**src/rtl/tmr_pkg.sv**
```systemverilog
package tmr_pkg;
  localparam int SRC_W     = 4;
  localparam int BYTE_W    = 8;
  localparam int FINE_TAPS = 10;
  localparam int NUM_COARSE = 3;
  localparam int NUM_EXT   = 3;
  localparam int COARSE_W  = 16;
  localparam int PSC_TAPS  = FINE_TAPS + NUM_COARSE;
  localparam logic [SRC_W-1:0] SRC_RST_NARROW = 4'd2;
  localparam logic [SRC_W-1:0] SRC_RST_WIDE   = 4'd9;

  // counter bits that must all be ones for coarse tap k (1024, 8192, 65536)
  function automatic int coarse_bits(input int k);
    case (k)
      0:       return 10;
      1:       return 13;
      default: return 16;
    endcase
  endfunction
endpackage

```
**src/rtl/tmr_prescale.sv**
```systemverilog
module tmr_prescale
  import tmr_pkg::*;
(
  input  logic                clk,
  input  logic                rst,
  input  logic                clr_i,
  output logic [PSC_TAPS-1:0] tap_o
);
  localparam int FINE_W = FINE_TAPS - 1;

  logic [FINE_W-1:0]   fine_q;
  logic [COARSE_W-1:0] coarse_q;

  always_ff @(posedge clk) begin
    if (rst) begin
      fine_q   <= '0;
      coarse_q <= '0;
    end else begin
      fine_q   <= fine_q + 1'b1;
      coarse_q <= clr_i ? '0 : coarse_q + 1'b1;
    end
  end

  genvar g;
  generate
    for (g = 0; g < FINE_TAPS; g++) begin : g_fine
      if (g == 0) begin : g_div1
        assign tap_o[g] = 1'b1;
      end else begin : g_divn
        assign tap_o[g] = &fine_q[g-1:0];
      end
    end
    for (g = 0; g < NUM_COARSE; g++) begin : g_coarse
      assign tap_o[FINE_TAPS+g] = &coarse_q[coarse_bits(g)-1:0];
    end
  endgenerate
endmodule

```
**src/rtl/tmr_pin_sync.sv**
```systemverilog
module tmr_pin_sync #(
  parameter int N = 3
) (
  input  logic         clk,
  input  logic         rst,
  input  logic [N-1:0] pin_i,
  output logic [N-1:0] rise_o
);
  logic [N-1:0] s1_q, s2_q, s3_q;

  always_ff @(posedge clk) begin
    if (rst) begin
      s1_q <= '0;
      s2_q <= '0;
      s3_q <= '0;
    end else begin
      s1_q <= pin_i;
      s2_q <= s1_q;
      s3_q <= s2_q;
    end
  end

  assign rise_o = s2_q & ~s3_q;
endmodule

```
**src/rtl/tmr_chan.sv**
```systemverilog
module tmr_chan #(
  parameter int W  = 8,
  parameter int BW = 8
) (
  input  logic          clk,
  input  logic          rst,
  input  logic          en_i,
  input  logic          tick_i,
  input  logic          ld_lo_i,
  input  logic          ld_hi_i,
  input  logic [BW-1:0] wdata_i,
  output logic [W-1:0]  cnt_o,
  output logic [W-1:0]  rld_o,
  output logic          irq_o
);
  logic [W-1:0] cnt_q, rld_q, rld_nx;
  logic         irq_q;

  generate
    if (W > BW) begin : g_split
      always_comb begin
        rld_nx = rld_q;
        if (ld_lo_i) rld_nx[BW-1:0] = wdata_i;
        if (ld_hi_i) rld_nx[W-1:BW] = wdata_i[W-BW-1:0];
      end
    end else begin : g_flat
      logic unused_hi;
      assign unused_hi = ld_hi_i;
      always_comb begin
        rld_nx = rld_q;
        if (ld_lo_i) rld_nx = wdata_i[W-1:0];
      end
    end
  endgenerate

  always_ff @(posedge clk) begin
    if (rst) begin
      cnt_q <= '0;
      rld_q <= '0;
      irq_q <= 1'b0;
    end else begin
      irq_q <= 1'b0;
      rld_q <= rld_nx;
      if (!en_i && ld_lo_i) begin
        cnt_q <= rld_nx;
      end else if (en_i && tick_i) begin
        if (cnt_q <= W'(1)) begin
          cnt_q <= rld_q;
          irq_q <= 1'b1;
        end else begin
          cnt_q <= cnt_q - 1'b1;
        end
      end
    end
  end

  assign cnt_o = cnt_q;
  assign rld_o = rld_q;
  assign irq_o = irq_q;
endmodule

```
**src/rtl/tmr_array.sv**
```systemverilog
module tmr_array
  import tmr_pkg::*;
#(
  parameter int NUM_NARROW = 4,
  parameter int NARROW_W   = 8,
  parameter int WIDE_W     = 12,
  parameter int ADDR_W     = 4
) (
  input  logic                clk,
  input  logic                rst,
  input  logic                wr_en,
  input  logic                rd_en,
  input  logic [ADDR_W-1:0]   addr,
  input  logic [BYTE_W-1:0]   wr_data,
  input  logic [NUM_EXT-1:0]  ext_pin,
  output logic [BYTE_W-1:0]   rd_data,
  output logic [NUM_NARROW:0] irq_o
);
  localparam int NUM_TMR  = NUM_NARROW + 1;
  localparam int WIDE_IDX = NUM_NARROW;
  localparam int NUM_TAPS = 1 << SRC_W;
  localparam int A_EN     = 0;
  localparam int A_SRC    = 1;
  localparam int A_RLD    = A_SRC + NUM_TMR;
  localparam int A_WLO    = A_RLD + NUM_NARROW;
  localparam int A_WHI    = A_WLO + 1;
  localparam int A_PCLR   = A_WHI + 1;

  logic [NUM_TMR-1:0]        en_q;
  logic [SRC_W-1:0]          src_q [NUM_TMR];
  logic [PSC_TAPS-1:0]       psc_tap;
  logic [NUM_EXT-1:0]        ext_rise;
  logic [NUM_TAPS-1:0]       tap_all;
  logic [NUM_TMR-1:0]        tick;
  logic [WIDE_W-1:0]         cnt_w;
  logic [NUM_TMR*WIDE_W-1:0] cnt_obs_unused;
  logic [NUM_TMR*WIDE_W-1:0] rld_obs_unused;
  logic                      psc_clr;

  assign psc_clr = wr_en && (addr == ADDR_W'(A_PCLR));

  tmr_prescale u_psc (
    .clk   (clk),
    .rst   (rst),
    .clr_i (psc_clr),
    .tap_o (psc_tap)
  );

  tmr_pin_sync #(.N(NUM_EXT)) u_sync (
    .clk    (clk),
    .rst    (rst),
    .pin_i  (ext_pin),
    .rise_o (ext_rise)
  );

  assign tap_all = {ext_rise, psc_tap};

  // enable and source-select registers
  always_ff @(posedge clk) begin
    if (rst) begin
      en_q <= '0;
      for (int i = 0; i < NUM_TMR; i++)
        src_q[i] <= (i == WIDE_IDX) ? SRC_RST_WIDE : SRC_RST_NARROW;
    end else if (wr_en) begin
      if (addr == ADDR_W'(A_EN)) en_q <= wr_data[NUM_TMR-1:0];
      for (int i = 0; i < NUM_TMR; i++)
        if (addr == ADDR_W'(A_SRC + i)) src_q[i] <= wr_data[SRC_W-1:0];
    end
  end

  genvar t;
  generate
    for (t = 0; t < NUM_TMR; t++) begin : g_tmr
      assign tick[t] = tap_all[src_q[t]];
      if (t == WIDE_IDX) begin : g_wide
        logic [WIDE_W-1:0] cnt, rld;
        tmr_chan #(.W(WIDE_W), .BW(BYTE_W)) u_chan (
          .clk     (clk),
          .rst     (rst),
          .en_i    (en_q[t]),
          .tick_i  (tick[t]),
          .ld_lo_i (wr_en && (addr == ADDR_W'(A_WLO))),
          .ld_hi_i (wr_en && (addr == ADDR_W'(A_WHI))),
          .wdata_i (wr_data),
          .cnt_o   (cnt),
          .rld_o   (rld),
          .irq_o   (irq_o[t])
        );
        assign cnt_w = cnt;
        assign cnt_obs_unused[t*WIDE_W +: WIDE_W] = cnt;
        assign rld_obs_unused[t*WIDE_W +: WIDE_W] = rld;
      end else begin : g_narrow
        logic [NARROW_W-1:0] cnt, rld;
        tmr_chan #(.W(NARROW_W), .BW(BYTE_W)) u_chan (
          .clk     (clk),
          .rst     (rst),
          .en_i    (en_q[t]),
          .tick_i  (tick[t]),
          .ld_lo_i (wr_en && (addr == ADDR_W'(A_RLD + t))),
          .ld_hi_i (1'b0),
          .wdata_i (wr_data),
          .cnt_o   (cnt),
          .rld_o   (rld),
          .irq_o   (irq_o[t])
        );
        assign cnt_obs_unused[t*WIDE_W +: WIDE_W] = WIDE_W'(cnt);
        assign rld_obs_unused[t*WIDE_W +: WIDE_W] = WIDE_W'(rld);
      end
    end
  endgenerate

  // registered readback of the wide counter while it is stopped
  always_ff @(posedge clk) begin
    if (rst) begin
      rd_data <= '0;
    end else begin
      rd_data <= '0;
      if (rd_en && !en_q[WIDE_IDX]) begin
        if (addr == ADDR_W'(A_WLO))
          rd_data <= cnt_w[BYTE_W-1:0];
        else if (addr == ADDR_W'(A_WHI))
          rd_data <= BYTE_W'(cnt_w[WIDE_W-1:BYTE_W]);
      end
    end
  end
endmodule

```
**config.mk**
```make
export PLATFORM = sky130hd
export DESIGN_NAME = tmr_array
export DESIGN_NICKNAME = d
export VERILOG_FILES = /design/src/rtl/tmr_pkg.sv /design/src/rtl/tmr_prescale.sv /design/src/rtl/tmr_pin_sync.sv /design/src/rtl/tmr_chan.sv /design/src/rtl/tmr_array.sv
export SDC_FILE = /design/constraint.sdc
export NUM_CORES = 1
export LEC_CHECK = 0
export ABC_CLOCK_PERIOD_IN_PS = 3260
export CAP_MARGIN = 10
export CORE_UTILIZATION = 60
export CTS_CLUSTER_SIZE = 30
export DETAILED_ROUTE_END_ITERATION = 16
export PLACE_DENSITY = 0.89
export SYNTH_ARGS = -nofsm -noshare
export SYNTH_HDL_FRONTEND = slang
export SYNTH_SLANG_ARGS = --single-unit
```
**constraint.sdc**
```tcl
create_clock -name clk -period 3.26 [get_ports clk]
set_input_delay 0.489 -clock clk [delete_from_list [all_inputs] [get_ports clk]]
set_output_delay 0.489 -clock clk [all_outputs]
set_load 0.01 [all_outputs]
```
==> impl_summary.log <==
[metrics] status: finished clean
[metrics] worst-case clock skew: 0.01275 ns
[metrics] number of instances in the synthesized netlist: 963
[metrics] final setup vio count: 0
[metrics] setup tns final: 0 ns
[metrics] number of top-level pins: 32
[metrics] pin count of the biggest net entering global routing: 62
[metrics] share of layout cells above drive strength 1: 6.823%
[metrics] time the worst path needs with I/O delays and setup: 3.012 ns
[metrics] Total Routed Length: 19040 µm
[metrics] # port buffers: 31
[metrics] fin nets: 1003
[metrics] worst-case headroom to the max-slew limit: 45.18%
[metrics] Final Hold Viols: 0
[metrics] Post-Synthesis Cell Area: 0.008104 mm²
[metrics] number of max-cap violations: 0
[metrics] required time worst endpoint: 3.62 ns
[metrics] highest fanout seen on the critical path: 12
[metrics] starting density of the core: 61.44%
[metrics] startpoint type of the worst setup path: flop
[metrics] drt first-iter violations: 725
[metrics] Worst Setup Slack, final: 0.2479 ns
[metrics] most common flop cell mapped by yosys: sky130_fd_sc_hd__dfxtp_1
[metrics] cells resized by post-CTS repair: 0
[metrics] via count of the routed design: 7108
[metrics] Post-CTS Setup Bufs: 0
[metrics] crit end category: flop
[metrics] ratio of total power to cell area: 474.6 mW/mm²
[metrics] share of flip-flops with an asynchronous set or reset: 0%
[metrics] CTS H-tree lvls: 4
[metrics] flip-flop and latch count after synthesis: 160
[metrics] period utilisation layout: 92.40%
[metrics] final core utilization: 68.56%
[metrics] most frequent cells in the layout: sky130_fd_sc_hd__dfxtp_1 (140), sky130_fd_sc_hd__nor2_1 (135), sky130_fd_sc_hd__nand2_1 (103)
[metrics] root cell of the clock tree: sky130_fd_sc_hd__clkbuf_16
[metrics] layout overhead on the synthesized area: 11.59%
[metrics] total count of max-transition violations in the final report: 0
[metrics] Setup Slack @ Placement: 0.3307 ns
[metrics] core box area: 0.01319 mm²
[metrics] grt total ovfl: 0
[metrics] commonest non-fill, non-tap cell in the layout: sky130_fd_sc_hd__dfxtp_1
[metrics] gpl congestion: 0.9187
[metrics] met1 demand-to-capacity share in global routing: 35.68%
[metrics] antenna diode count: 0
[metrics] Die X-Extent: 118.2 µm
[metrics] GR Util met2: 46.03%
[metrics] number of library cell types mapped by synthesis: 72
[metrics] number of enable-type register cells in the synthesized netlist: 20
[metrics] Leakage: 3.291 nW
[metrics] share of the yosys chip area belonging to registers: 41.99%
[metrics] Inserted Clock Buffers: 17
[metrics] Least-Margin Pin Slew: 0.8197 ns
[metrics] die span in y: 118.2 µm
[metrics] Fin Hold WS: 0.4397 ns
[metrics] Tot GR Track Use: 28.06%
[metrics] Hold Buf Count CTS: 0
[metrics] crit-path cells: ha_1 -> nand4_4 -> or4_4 -> a221o_2 -> a32oi_4 -> nand2_2 -> o32a_1 -> o21ai_1
[metrics] via count of the first global-routing pass: 6547
[metrics] timing-limited maximum frequency: 332.0 MHz
[metrics] average cell area after synthesis: 8.415 µm²
[metrics] number of clock sinks: 160
[metrics] total number of yosys warnings: 0
[metrics] met3 capacity usage during global routing: 6.129%
[metrics] Top Family by Delay on Critical Path: compound AO/OA/AOI/OAI gates
[metrics] First-pass DRT Iterations: 5
[metrics] type of the worst setup path: flop to flop
[metrics] antenna viol nets, final: 0
[metrics] RSZ-0062 raised after global routing: false
[metrics] stage delay of the slowest cell on the critical path: 0.62 ns
[metrics] TritonCTS clock tree: built
[metrics] highest-utilization routing layer at the global route stage: met2
[metrics] class of the tightest hold or removal check: flop to flop
[metrics] number of DRC violations after detailed routing: 0
[metrics] insertion delay to the later sink of the worst-skew pair: 0.43 ns
[metrics] average vias per placed instance: 6.138
[metrics] first-pass GRT wire length: 31620 µm
[metrics] Rows: 42
[metrics] initial antenna violation count: 0
[metrics] number of buffer and inverter stages on the critical path: 0
[metrics] Critical Path Slowest Stage Cell: sky130_fd_sc_hd__or4_4
[metrics] Die Footprint: 0.01398 mm²
[metrics] Synth Net Count: 997
[metrics] DP HPWL: 12650 µm
[metrics] worst vdd rail ir drop: 0.0004201 V
[metrics] Worst-path clk slew: 0.07 ns
[metrics] mean routed wirelength per cell: 16.44 µm
[metrics] critical path data arrival time: 3.38 ns
[metrics] CTS max path bufs: 2
-- worst reg2reg max path: stages, from the launching register on --
cell	delay [ns]
sky130_fd_sc_hd__dfxtp_1	0.37
sky130_fd_sc_hd__ha_1	0.27
sky130_fd_sc_hd__nand4_4	0.17
sky130_fd_sc_hd__or4_4	0.62
sky130_fd_sc_hd__a221o_2	0.40
sky130_fd_sc_hd__a32oi_4	0.51
sky130_fd_sc_hd__nand2_2	0.15
sky130_fd_sc_hd__o32a_1	0.35
sky130_fd_sc_hd__o21ai_1	0.11
-- logic make-up after synthesis --
| family | count (synthesis) | synth area share (%) |
|---|---|---|
| flip-flops | 160 | 41.99 |
| AO/OA/AOI/OAI | 236 | 19.55 |
| adder cells (fa/ha/maj) | 15 | 2.316 |
| multiplexers | 50 | 6.191 |
| buffers and inverters | 89 | 4.539 |
| AND/OR/NAND/NOR | 384 | 22.28 |
| XOR/XNOR | 29 | 3.134 |
-- flip-flops by register name, summed over array words and instances, names as in the netlist --
register	count
g_tmr.g_narrow.u_chan.cnt_o	32
u_sync.s3_q	3
en_q	5
g_tmr.g_wide.u_chan.irq_o	1
src_q	20
g_tmr.g_narrow.u_chan.irq_o	4
u_sync.s2_q	3
g_tmr.g_wide.u_chan.rld_o	12
u_sync.s1_q	3
rd_data	8
u_psc.fine_q	9
g_tmr.g_wide.u_chan.cnt_o	12
u_psc.coarse_q	16
g_tmr.g_narrow.u_chan.rld_o	32
-- final timing paths --
path	startpoint	end	slack (ns)	cells past startpoint
setup / recovery	u_psc.coarse_q[0]	g_tmr[4].g_wide.u_chan.cnt_o[10]	0.25	8
hold / removal	u_sync.s1_q[0]	u_sync.s2_q[0]	0.44	1
setup reg to reg	u_psc.coarse_q[0]	g_tmr[4].g_wide.u_chan.cnt_o[10]	0.25	8
hold reg to reg	u_sync.s1_q[0]	u_sync.s2_q[0]	0.44	1
-- Yosys cell counts, types with 4 or more instances --
cell | n | share of area (%)
sky130_fd_sc_hd__dfxtp_1 | 140 | 35
sky130_fd_sc_hd__nor2_1 | 135 | 6.3
sky130_fd_sc_hd__nand2_1 | 103 | 4.8
sky130_fd_sc_hd__a21oi_1 | 63 | 3.9
sky130_fd_sc_hd__o21ai_0 | 51 | 3.1
sky130_fd_sc_hd__clkbuf_1 | 49 | 2.3
sky130_fd_sc_hd__mux2i_1 | 49 | 6.1
sky130_fd_sc_hd__nand3_1 | 32 | 2.0
sky130_fd_sc_hd__inv_1 | 25 | 1.2
sky130_fd_sc_hd__nor3_1 | 21 | 1.3
sky130_fd_sc_hd__edfxtp_1 | 20 | 7.4
sky130_fd_sc_hd__o31ai_1 | 19 | 1.8
sky130_fd_sc_hd__xnor2_1 | 19 | 2.1
sky130_fd_sc_hd__nor2b_1 | 17 | 1.3
sky130_fd_sc_hd__ha_1 | 15 | 2.3
sky130_fd_sc_hd__nand2b_1 | 14 | 1.1
sky130_fd_sc_hd__a211oi_1 | 13 | 1.2
sky130_fd_sc_hd__nor4_1 | 13 | 1.0
sky130_fd_sc_hd__a22oi_1 | 10 | 0.93
sky130_fd_sc_hd__xor2_1 | 10 | 1.1
sky130_fd_sc_hd__a31oi_1 | 9 | 0.69
sky130_fd_sc_hd__and2_1 | 9 | 0.69
sky130_fd_sc_hd__a2111oi_0 | 7 | 0.76
sky130_fd_sc_hd__a221oi_1 | 7 | 0.76
sky130_fd_sc_hd__o211ai_1 | 7 | 0.65
sky130_fd_sc_hd__or4_1 | 7 | 0.65
sky130_fd_sc_hd__buf_4 | 6 | 0.56
sky130_fd_sc_hd__nand4_1 | 6 | 0.46
sky130_fd_sc_hd__buf_1 | 5 | 0.23
sky130_fd_sc_hd__o22ai_1 | 5 | 0.39
sky130_fd_sc_hd__or3_1 | 5 | 0.39
sky130_fd_sc_hd__a22o_1 | 4 | 0.43
-- stage by stage --
step | instance area [µm²] | std cells | total power, W
6_report | 9044 | 1158 | 0.004292
3_5_place_dp | 8508 | 1126 | 0.002518
2_1_floorplan | 8104 | 963 | 0.002413
5_1_grt | 9044 | 1158 | 0.004454
4_1_cts | 9044 | 1158 | 0.004306
3_3_place_gp | 8508 | 1126 | 0.002509
-- power by group --
part,total [W],switching [W],internal [W]
Combinational,0.000386,0.000241,0.000145
Clock,0.00181,0.000823,0.000983
Sequential,0.00210,0.0000588,0.00204
Total,0.00429,0.00112,0.00317
-- cell type report --
type                            instances  area (µm²)
Inverter                               25       93.84
Fill cell                            1006        4146
Sequential cell                       160        3403
Clock buffer                           18       429.2
Clock inverter                         14       106.4
Tap cell                              176       220.2
Timing Repair Buffer                   51       457.9
Multi-Input combinational cell        714        4333
-- metal layers --
layer	up-vias	share of wire (%)
li1	3458	-
met1	3340	44
met2	264	47
met3	46	6.6
met4	0	2.9
met5	-	0
Note: power is estimated with default switching activity, not from simulation.
